**config.mk**
```make
export PLATFORM = sky130hd
export DESIGN_NAME = memcfg_bank
export DESIGN_NICKNAME = d
export VERILOG_FILES = /design/src/rtl/memcfg_pkg.sv /design/src/rtl/memcfg_decode.sv /design/src/rtl/memcfg_region.sv /design/src/rtl/memcfg_rdmux.sv /design/src/rtl/memcfg_bank.sv
export SDC_FILE = /design/constraint.sdc
export NUM_CORES = 1
export LEC_CHECK = 0
export BUFFER_PORTS_ARGS = -buffer_cell sky130_fd_sc_hd__buf_2
export CAP_MARGIN = 40
export CORE_ASPECT_RATIO = 1.2
export CORE_MARGIN = 8
export CORE_UTILIZATION = 54
export CTS_CLUSTER_SIZE = 24
export DETAILED_ROUTE_END_ITERATION = 12
export GPL_ROUTABILITY_DRIVEN = 0
export PLACE_DENSITY = 0.86
export SLEW_MARGIN = 20
export SYNTH_ARGS = -nofsm -noshare
export SYNTH_HDL_FRONTEND = slang
export SYNTH_SLANG_ARGS = --single-unit
export TNS_END_PERCENT = 50
```
**constraint.sdc**
```tcl
create_clock -name clk -period 3.2 [get_ports clk]
set_clock_uncertainty 0.2 [all_clocks]
set_input_delay 0.64 -clock clk [delete_from_list [all_inputs] [get_ports clk]]
set_output_delay 0.64 -clock clk [all_outputs]
set_load 0.005 [all_outputs]
```
**src/rtl/memcfg_pkg.sv**
```systemverilog
package memcfg_pkg;

  localparam int REG_W     = 32;
  localparam int MODE_W    = 2;
  localparam int SLOT_BITS = 4;   // 16-byte slot per region
  localparam int INIT_BIT  = 16;
  localparam int STS_BIT   = 24;

  typedef enum logic [1:0] {
    WSEL_CFG    = 2'd0,
    WSEL_LOCK   = 2'd1,
    WSEL_COMMIT = 2'd2,
    WSEL_NONE   = 2'd3
  } wsel_e;

  typedef struct packed {
    logic [MODE_W-1:0] mode;
    logic              init;
    logic              bit0;
  } wr_fields_t;

endpackage

```
**src/rtl/memcfg_decode.sv**
```systemverilog
module memcfg_decode
  import memcfg_pkg::*;
#(
  parameter int ADDR_W  = 8,
  parameter int NUM_REG = 10
) (
  input  logic [ADDR_W-1:0]  addr,
  output logic [NUM_REG-1:0] region_sel,
  output wsel_e              wsel
);
  localparam int RIDX_W = ADDR_W - SLOT_BITS;

  logic [RIDX_W-1:0] ridx;
  logic              aligned_ok;

  assign ridx       = addr[ADDR_W-1:SLOT_BITS];
  assign wsel       = wsel_e'(addr[3:2]);
  assign aligned_ok = (addr[1:0] == 2'b00) && (addr[3:2] != WSEL_NONE);

  for (genvar r = 0; r < NUM_REG; r++) begin : g_sel
    assign region_sel[r] = aligned_ok && (ridx == RIDX_W'(r));
  end

endmodule

```
**src/rtl/memcfg_region.sv**
```systemverilog
module memcfg_region
  import memcfg_pkg::*;
(
  input  logic              clk,
  input  logic              rst_n,
  input  logic              sel,
  input  wsel_e             wsel,
  input  logic              wr,
  input  wr_fields_t        wf,
  input  logic              init_done,
  output logic [MODE_W-1:0] mode_o,
  output logic              start_o,
  output logic              lock_o,
  output logic              commit_o,
  output logic              sts_o,
  output logic [REG_W-1:0]  rd_word
);
  logic [MODE_W-1:0] mode_q;
  logic start_q, lock_q, commit_q, sts_q;
  logic wr_cfg, wr_lock, wr_commit, trig;

  assign wr_cfg    = wr && sel && (wsel == WSEL_CFG) && !lock_q;
  assign wr_lock   = wr && sel && (wsel == WSEL_LOCK) && !commit_q;
  assign wr_commit = wr && sel && (wsel == WSEL_COMMIT) && wf.bit0;
  assign trig      = wr_cfg && wf.init;

  always_ff @(posedge clk) begin
    if (!rst_n) begin
      mode_q   <= '0;
      start_q  <= 1'b0;
      lock_q   <= 1'b0;
      commit_q <= 1'b0;
      sts_q    <= 1'b0;
    end else begin
      if (wr_cfg)    mode_q <= wf.mode;
      start_q <= trig;
      if (trig)           sts_q <= 1'b0;
      else if (init_done) sts_q <= 1'b1;
      if (wr_lock)   lock_q   <= wf.bit0;
      if (wr_commit) commit_q <= 1'b1;
    end
  end

  always_comb begin
    rd_word = '0;
    unique case (wsel)
      WSEL_CFG: begin
        rd_word[MODE_W-1:0] = mode_q;
        rd_word[STS_BIT]    = sts_q;
      end
      WSEL_LOCK:   rd_word[0] = lock_q;
      WSEL_COMMIT: rd_word[0] = commit_q;
      default:     rd_word = '0;
    endcase
  end

  assign mode_o   = mode_q;
  assign start_o  = start_q;
  assign lock_o   = lock_q;
  assign commit_o = commit_q;
  assign sts_o    = sts_q;

endmodule

```
**src/rtl/memcfg_rdmux.sv**
```systemverilog
module memcfg_rdmux
  import memcfg_pkg::*;
#(
  parameter int NUM_REG = 10
) (
  input  logic [NUM_REG-1:0]            sel,
  input  logic [NUM_REG-1:0][REG_W-1:0] words,
  output logic [REG_W-1:0]              rdata
);
  always_comb begin
    rdata = '0;
    for (int r = 0; r < NUM_REG; r++) begin
      rdata = rdata | (words[r] & {REG_W{sel[r]}});
    end
  end
endmodule

```
**src/rtl/memcfg_bank.sv**
```systemverilog
module memcfg_bank
  import memcfg_pkg::*;
#(
  parameter int NUM_PROG = 2,
  parameter int NUM_DATA = 8,
  parameter int ADDR_W   = 8,
  localparam int NUM_REG = NUM_PROG + NUM_DATA
) (
  input  logic                      clk,
  input  logic                      rst_n,
  input  logic [ADDR_W-1:0]         bus_addr,
  input  logic                      bus_wr,
  input  logic [REG_W-1:0]          bus_wdata,
  output logic [REG_W-1:0]          bus_rdata,
  input  logic [NUM_REG-1:0]        init_done_i,
  output logic [NUM_REG*MODE_W-1:0] test_mode_o,
  output logic [NUM_REG-1:0]        init_start_o
);
  logic [NUM_REG-1:0]            region_sel;
  wsel_e                         wsel;
  wr_fields_t                    wf;
  logic [NUM_REG-1:0][REG_W-1:0] words;
  logic [NUM_REG-1:0]            lock_vec, commit_vec, sts_vec;
  logic                          unused_wdata_bits;

  assign wf.mode = bus_wdata[MODE_W-1:0];
  assign wf.init = bus_wdata[INIT_BIT];
  assign wf.bit0 = bus_wdata[0];
  assign unused_wdata_bits = ^{bus_wdata[REG_W-1:INIT_BIT+1],
                               bus_wdata[INIT_BIT-1:MODE_W]};

  memcfg_decode #(.ADDR_W(ADDR_W), .NUM_REG(NUM_REG)) u_dec (
    .addr       (bus_addr),
    .region_sel (region_sel),
    .wsel       (wsel)
  );

  for (genvar r = 0; r < NUM_REG; r++) begin : g_region
    memcfg_region u_region (
      .clk       (clk),
      .rst_n     (rst_n),
      .sel       (region_sel[r]),
      .wsel      (wsel),
      .wr        (bus_wr),
      .wf        (wf),
      .init_done (init_done_i[r]),
      .mode_o    (test_mode_o[r*MODE_W +: MODE_W]),
      .start_o   (init_start_o[r]),
      .lock_o    (lock_vec[r]),
      .commit_o  (commit_vec[r]),
      .sts_o     (sts_vec[r]),
      .rd_word   (words[r])
    );
  end

  memcfg_rdmux #(.NUM_REG(NUM_REG)) u_rdmux (
    .sel   (region_sel),
    .words (words),
    .rdata (bus_rdata)
  );

endmodule

```
; ---- After elaboration in Yosys (flattened, before gate mapping)
; Index checks and enable logic that the tools add are counted.
[op_classes]
mux = 30
n_eq_ne = 12
bitwise_logic = 20
reduce_logical = 124
[ops]
columns = cell, n
row1 = $and 25x32->32, 10
row2 = $or 32x32->32, 9
row3 = $logic_and 1x1->1, 91
row4 = $pmux 1 s3, 10
row5 = $logic_not 1->1, 20
row6 = $mux 1, 20
row7 = $reduce_or 2->1, 10
row8 = $eq 4x3->1 const B, 4
row9 = $eq 4x2->1 const B, 2
row10 = $eq 4x4->1 const B, 2
row11 = $eq 4x1->1 const B, 1
row12 = $logic_not 2->1, 2
row13 = $logic_not 4->1, 1
row14 = $eq 2x1->1 const B, 1
row15 = $eq 2x2->1 const B, 1
row16 = $ne 2x2->1 const B, 1
row17 = $not 1->1, 1
[word_totals]
reg_bits = 60
in_bits = 53
out_inout_bits = 62
wordCells = 236

; ---- Depth between registers and ports, before layout
; Gate-level depths: netlist of the first run.
[logic_depth]
word_depth = 13
mapped_depth = 7
ltp_nobuf = 5

; ---- Hierarchy
; A second synthesis of the first run with hierarchy kept.
[hier_totals]
hier_cells = 853
area_unflattened_um2 = 7244.4
[by_module_without_submodules]
columns = mod, instances, cells_per_inst, area_each_um2, seq_area_each_um2
row1 = memcfg_region, 10, 61, 515.5, 120.1
row2 = memcfg_rdmux, 1, 222, 1863.0, 0.0
row3 = memcfg_decode, 1, 21, 226.5, 0.0

; ---- Least setup slack after synthesis of the first run
; Ideal clock, no wire load.
[synth_timing]
path_type = input to output
from = input bus_addr[3]
to = output bus_rdata[0]
path_slack_ns = 0.717
required_ns = 2.360
arrival_ns = 1.643
path_stages = 7
cell_sequence = buf_4 > nor2b_1 > buf_2 > a21o_1 > o2111ai_1 > a21oi_1 > nand4b_1
[synth_between]
elab_chain_len = 13
[synth_lines]
columns = item, line
row1 = from (decl), memcfg_bank.sv:11  ; input logic [ADDR_W-1:0] bus_addr,
row2 = "parallel branches: the longest is 12 deep, another holds $and 25x32->32", --
row3 = $or 32x32->32 (*), memcfg_rdmux.sv:13  ; rdata = rdata | (words[r] & {REG_W{sel[r]}});
row4 = to (decl), memcfg_bank.sv:14  ; output logic [REG_W-1:0] bus_rdata,
; Mark *: on every way between the ends.

; ---- Final worst setup path of the first run
[layout_timing]
from = input bus_addr[5]
to = output bus_rdata[1]
[layout_between]
elab_chain_len = 12
[layout_lines]
columns = item, line
row1 = $eq 4x1->1 / $logic_not 4->1 (equally long branches), memcfg_decode.sv:21  ; assign region_sel[r] = aligned_ok && (ridx == RIDX_W'(r));
row2 = $logic_and 1x1->1, memcfg_decode.sv:21
row3 = $and 25x32->32, memcfg_rdmux.sv:13
row4 = $or 32x32->32 (8 in series), memcfg_rdmux.sv:13
row5 = $or 32x32->32 (*), memcfg_rdmux.sv:13
; Every way passes the cells marked *; elsewhere a longest branch is shown, timed or not.

==> results of run 1 <==
[power groups by stage]
stage	registers (mW)	clock network (mW)	logic (mW)
finish	0.762	0.550	0.132
CTS	0.761	0.557	0.128
floorplan	0.776	0	0.116
detailed placement	0.778	0	0.127
global route	0.762	0.582	0.144
global placement	0.777	0	0.124
[stage by stage]
stage	instance area (um2)	std cells	hold slack, ns	setup WS, ns
2_1_floorplan	3293	370	0.2625	0.7171
3_3_place_gp	3311	450	0.2738	0.3157
3_5_place_dp	3311	450	0.2842	0.2726
4_1_cts	3461	465	0.2993	0.2714
5_1_grt	3461	465	0.3161	0.1938
6_report	3461	465	0.2997	0.2557
[cell usage after synthesis, drive strengths merged (3+ instances only)]
| cell type | n |
|---|---|
| dfxtp | 60 |
| buf | 50 |
| mux2i | 42 |
| nor2b | 37 |
| a21oi | 23 |
| nor3 | 20 |
| nor4 | 20 |
| nand2 | 14 |
| o21ai | 14 |
| clkbuf | 10 |
| nor2 | 7 |
| o21a | 7 |
| nand3 | 5 |
| o211ai | 3 |
[registers in the layout (all words and copies together), names as in the netlist]
name,count
g_region.u_region.commit_o,10
g_region.u_region.lock_o,10
g_region.u_region.mode_o,20
g_region.u_region.start_o,10
g_region.u_region.sts_o,10
[final cells by class]
| cell class | count | share of cell area [%] |
|---|---|---|
| sequential | 60 | 34.71 |
| tap | 80 | 2.892 |
| inverter | 2 | 0.2169 |
| multi-input combinational | 248 | 48.88 |
| timing repair buffer | 60 | 8.966 |
| clock inverter | 3 | 0.4338 |
| clock buffer | 12 | 3.905 |
[worst max path at each step]
stage,to,startpoint,cells past startpoint,slack (ns)
final,bus_rdata[1],bus_addr[5],7,0.26
after global routing,bus_rdata[0],bus_addr[2],8,0.19
after CTS,bus_rdata[0],bus_addr[2],7,0.27
after detailed placement,bus_rdata[0],bus_addr[2],7,0.27
after global placement,bus_rdata[0],bus_addr[3],7,0.32
after floorplan,bus_rdata[0],bus_addr[3],7,0.72
[cell families after synthesis]
kind of cell           share of synthesized area (%)
AND/OR/NAND/NOR                                23.47
AO/OA/AOI/OAI                                  12.28
buffers and inverters                          12.56
flip-flops                                     37.68
multiplexers                                   13.89
other                                         0.1176
[critical path, delay by kind of cell]
family	cells	cell delay [ns]
AOI/OAI and AO/OA	3	0.48
buffers and inverters	2	0.43
and+or+nand+nor	2	0.55
[per-layer routing]
| layer | part of all wire (%) | track usage [%] | up-vias |
|---|---|---|---|
| met2 | 48 | 28.84 | 133 |
| met5 | 0 | 0 | - |
| li1 | - | - | 1225 |
| met1 | 42 | 21.18 | 1214 |
| met3 | 7.8 | 2.535 | 19 |
| met4 | 2.3 | 13.24 | 0 |
==> results.sh, run 1 <==
export IMPL_status="finished, final reports clean"
export IMPL_hold_end="g_region[3].u_region.commit_o"
export IMPL_cts_buffers_inserted=9
export IMPL_r2r_end="g_region[2].u_region.mode_o[1]"
export IMPL_syn_to_final_growth_pct=8.556
export IMPL_tightest_slew_ns=0.5009
export IMPL_rsz0062_at_grt="no"
export IMPL_synth_main_ff_cell="dfxtp_1"
export IMPL_clock_latency_ns=0.34
export IMPL_worst_setup_path_start_kind="primary input"
export IMPL_drt_total_wl_mm=7.882
export IMPL_arrival_ns=2.10
export IMPL_antenna_found_initial=0
export IMPL_slew_limit_headroom_pct=66.60
export IMPL_drv_cap=0
export IMPL_vias_per_cell=5.572
export IMPL_finalNetCount=434
export IMPL_firstDrtPassIters=4
export IMPL_power_total_mw=1.443
export IMPL_ys_types=44
export IMPL_path_clk_slew_ns=0.06
export IMPL_die_x_um=86.14
export IMPL_synth_top_cell_area_share_pct=37.68
export IMPL_fmax_mhz=339.6
export IMPL_power_leakage_nw=1.297
export IMPL_antenna_left=0
export IMPL_final_cell_mix="dfxtp_1, buf_2, mux2i_1"
export IMPL_cpMaxStageDelayCell="and2_0"
export IMPL_antennaDiodeCount=0
export IMPL_synthCells=342
export IMPL_grt_pass1_wl_mm=12.36
export IMPL_hold_start="g_region[3].u_region.commit_o"
export IMPL_synth_edff_count=0
export IMPL_final_common_cell="dfxtp_1"
export IMPL_synth_top_cells_by_area="dfxtp_1, mux2i_1, buf_4, nor2b_1, a21oi_1"
export IMPL_min_path_cells=1
export IMPL_clock_root_buffer="clkbuf_8"
export IMPL_grt_usage_pct=17.93
export IMPL_p_switching_mw=0.3702
export IMPL_crit_path_frequent_cell="buf_2"
export IMPL_post_cts_buffers=0
export IMPL_cts_htree_levels=3
export IMPL_drcViolationCount=0
export IMPL_final_util_pct=61.06
export IMPL_path_cells="buf_2 -> and2_0 -> a221oi_1 -> a211oi_1 -> a21oi_1 -> nor3_1 -> buf_2"
export IMPL_seqPwrFrac_pct=52.8
export IMPL_drive_gt1_share_pct=24.42
export IMPL_wl_per_cell_um=16.95
export IMPL_netlist_area_um2=3188
export IMPL_hold_buffers=0
export IMPL_r2r_start="g_region[2].u_region.lock_o"
export IMPL_multiInputGateArea_um2=1692
export IMPL_fp_dieArea_um2=8629
export IMPL_hold_path_class="reg -> reg"
export IMPL_crit_path_end_kind="primary output"
export IMPL_final_period_utilization_pct=92.01
export IMPL_core_um2=5668
export IMPL_required_ns=2.36
export IMPL_via_count=2591
export IMPL_pwr_share_comb_pct=9.2
export IMPL_cts_resized=0
export IMPL_dieHeight_um=100.2
export IMPL_hold_viol=0
export IMPL_overflow=0
export IMPL_n_fill_cell=489
export IMPL_syn_area_per_cell_um2=9.322
export IMPL_dp_hpwl_mm=5.689
export IMPL_report_final_setup_viol=0
export IMPL_grt_max_degree=51
export IMPL_reg2reg_depth=3
export IMPL_first_global_vias=2616
export IMPL_intPower_mw=1.073
export IMPL_p_per_area_nw_per_um2=417.0
export IMPL_yosysTopAreaCell="dfxtp_1"
export IMPL_clockPowerShare_pct=38.1
export IMPL_r2r_slack_ns=1.86
export IMPL_period_needed_ns=2.944
export IMPL_maxSlewViolCount=0
export IMPL_drt_iter0_markers=317
export IMPL_worstSetupPathType="in -> out"
export IMPL_cts_buffer_depth=2
export IMPL_rows=30
export IMPL_vdd_ir_drop_max_v=0.0003083
export IMPL_io_pins=115
export IMPL_port_buffers=56
export IMPL_critical_path_max_stage_delay_ns=0.38
export IMPL_yosysWarnings=0
export IMPL_ys_async_sr_fraction_pct=0
export IMPL_synth_seq_cells=60
export IMPL_start_util_pct=56.25
export IMPL_sw_frac_of_total_pct=25.65
export IMPL_register_area_um2=1201
export IMPL_cts_tree="built"
export IMPL_yosysSeqAreaShare_pct=37.68
export IMPL_critPathMaxFanout=15
export IMPL_fin_tns_setup_ns=0
export IMPL_clock_sinks=60
No activity file was read; power rests on OpenSTA's default activity.
==> run 2, diff against run 1 <==
ABC_AREA = 1   (was not set)
CORE_MARGIN = not set   (was 8)
CORE_UTILIZATION = 50   (was 54)
PLACE_DENSITY = 0.8   (was 0.86)
clock period = 2.85 ns   (was 3.2 ns; I/O delays follow)
==> results.sh, run 2 <==
export IMPL_final_util_pct=57.23
export IMPL_syn_to_final_growth_pct=10.98
export IMPL_synth_top_cells_by_area="dfxtp_1, nand2_1, buf_4, nor2_1, nand3_1"
export IMPL_power_leakage_nw=1.783
export IMPL_cts_tree="built"
export IMPL_required_ns=2.08
export IMPL_synthCells=499
export IMPL_core_um2=6366
export IMPL_drt_iter0_markers=241
export IMPL_fin_tns_setup_ns=0
export IMPL_synth_simple_area_share_pct=36.32
export IMPL_firstDrtPassIters=6
export IMPL_synth_edff_count=0
export IMPL_synth_main_ff_cell="dfxtp_1"
export IMPL_slew_limit_headroom_pct=56.03
export IMPL_dp_hpwl_mm=5.705
export IMPL_synth_xor_area_share_pct=0
export IMPL_grt_usage_pct=24.00
export IMPL_wl_per_cell_um=12.67
export IMPL_synthMuxAreaShare_pct=0
export IMPL_post_cts_buffers=0
export IMPL_arrival_ns=1.95
export IMPL_worst_setup_path_start_kind="primary input"
export IMPL_vias_per_cell=5.094
export IMPL_final_period_utilization_pct=95.30
export IMPL_critPathMaxFanout=24
export IMPL_syn_area_per_cell_um2=6.579
export IMPL_cts_buffers_inserted=9
export IMPL_drt_total_wl_mm=7.985
export IMPL_fp_dieArea_um2=6895
export IMPL_yosysSeqAreaShare_pct=36.59
export IMPL_fmax_mhz=368.2
export IMPL_cts_buffer_depth=2
export IMPL_port_buffers=56
export IMPL_synth_commonest_cells="nand2_1, nor2_1, dfxtp_1"
export IMPL_clock_latency_ns=0.35
export IMPL_synth_top_family_by_area="simple AND/OR/NAND/NOR gates"
export IMPL_power_total_mw=1.840
export IMPL_status="finished, final reports clean"
export IMPL_synth_compound_area_share_pct=8.460
export IMPL_grt_pass1_wl_mm=13.02
export IMPL_synth_most_common_cell="nand2_1"
export IMPL_reg2reg_depth=4
export IMPL_report_final_setup_viol=0
export IMPL_dieHeight_um=90.77
export IMPL_ys_types=25
export IMPL_die_x_um=75.97
export IMPL_drive_gt1_share_pct=17.80
export IMPL_worstSetupPathType="in -> out"
export IMPL_dp_slack_ns=0.1773
export IMPL_antenna_found_initial=0
export IMPL_hold_path_class="in -> reg"
export IMPL_cts_resized=0
export IMPL_final_cell_mix="nand2_1, nor2_1, dfxtp_1"
export IMPL_rows=32
export IMPL_fin_ws_ns=0.1339
export IMPL_timing_hold_ws_ns=0.2434
export IMPL_clock_root_buffer="clkbuf_8"
export IMPL_io_pins=115
export IMPL_rsz0062_at_grt="no"
export IMPL_final_common_cell="nand2_1"
export IMPL_path_clk_slew_ns=0.07
export IMPL_first_global_vias=2897
export IMPL_synth_seq_cells=60
export IMPL_drcViolationCount=0
export IMPL_antennaDiodeCount=0
export IMPL_netlist_area_um2=3283
export IMPL_synth_top_cell_area_share_pct=36.59
export IMPL_crit_path_end_kind="primary output"
export IMPL_finalNetCount=593
export IMPL_grt_max_degree=37
export IMPL_clock_sinks=60
export IMPL_min_path_cells=3
export IMPL_p_per_area_nw_per_um2=505.0
export IMPL_tightest_slew_ns=0.6567
export IMPL_overflow=0
export IMPL_antenna_left=0
export IMPL_period_needed_ns=2.716
export IMPL_ys_async_sr_fraction_pct=0
export IMPL_yosysWarnings=0
export IMPL_vdd_ir_drop_max_v=0.0003036
export IMPL_synthAdderAreaFrac_pct=0
export IMPL_start_util_pct=51.57
export IMPL_hold_buffers=0
export IMPL_drv_cap=0
export IMPL_hold_viol=0
export IMPL_largest_reg_flops=20
export IMPL_via_count=3209
export IMPL_maxSlewViolCount=0
export IMPL_cts_htree_levels=3
export IMPL_yosysTopAreaCell="dfxtp_1"
-- run 2: final timing paths --
kind | slack (ns) | end | startpoint
worst max-delay path | 0.13 | bus_rdata[0] | bus_addr[2]
worst min-delay path | 0.24 | g_region[8].u_region.sts_o | init_done_i[8]
worst max register to register | 1.66 | g_region[3].u_region.sts_o | g_region[3].u_region.lock_o
worst min register to register | 0.26 | g_region[7].u_region.lock_o | g_region[7].u_region.lock_o
-- run 2: layout make-up --
| type | instances | area [um2] |
|---|---|---|
| Clock buffer | 11 | 141.4 |
| Clock inverter | 5 | 75.07 |
| Fill cell | 630 | 2723 |
| Inverter | 60 | 225.2 |
| Multi-Input combinational cell | 350 | 1579 |
| Sequential cell | 60 | 1201 |
| Tap cell | 85 | 106.4 |
| Timing Repair Buffer | 59 | 315.3 |
-- run 2: power breakdown --
group	leakage [nW]	switching (mW)	internal, mW
Combinational	1.18	0.0984	0.0330
Clock	0.113	0.341	0.512
Sequential	0.486	0.00644	0.849
-- run 2: cell families (layout without fill, tap and decap cells) --
group | after synthesis | in the layout
compound gates | 53 | 53
other cells | 1 | 29
buf+inv | 117 | 135
flops | 60 | 60
simple gates | 268 | 268
-- run 2: critical path: stages --
cell     delay, ns
buf_2         0.24
nand2_1       0.10
nand2_2       0.14
inv_2         0.19
nand2_2       0.15
inv_1         0.05
o21ai_1       0.09
nand2_1       0.08
nor2_1        0.10
nand3_1       0.10
buf_2         0.14
-- run 2: metrics by stage --
step                cell area [um2]  cells
floorplan                      3388    527
global placement               3427    614
detailed placement             3427    614
CTS                            3643    630
global route                   3643    630
finish                         3643    630
-- run 2: routing by layer --
metal,up-vias,global-route usage [%],part of all wire [%]
li1,1595,-,-
met1,1438,28.29,41
met2,154,40.23,49
met3,22,5.758,7.4
met4,0,12.66,2.7
met5,-,0,0
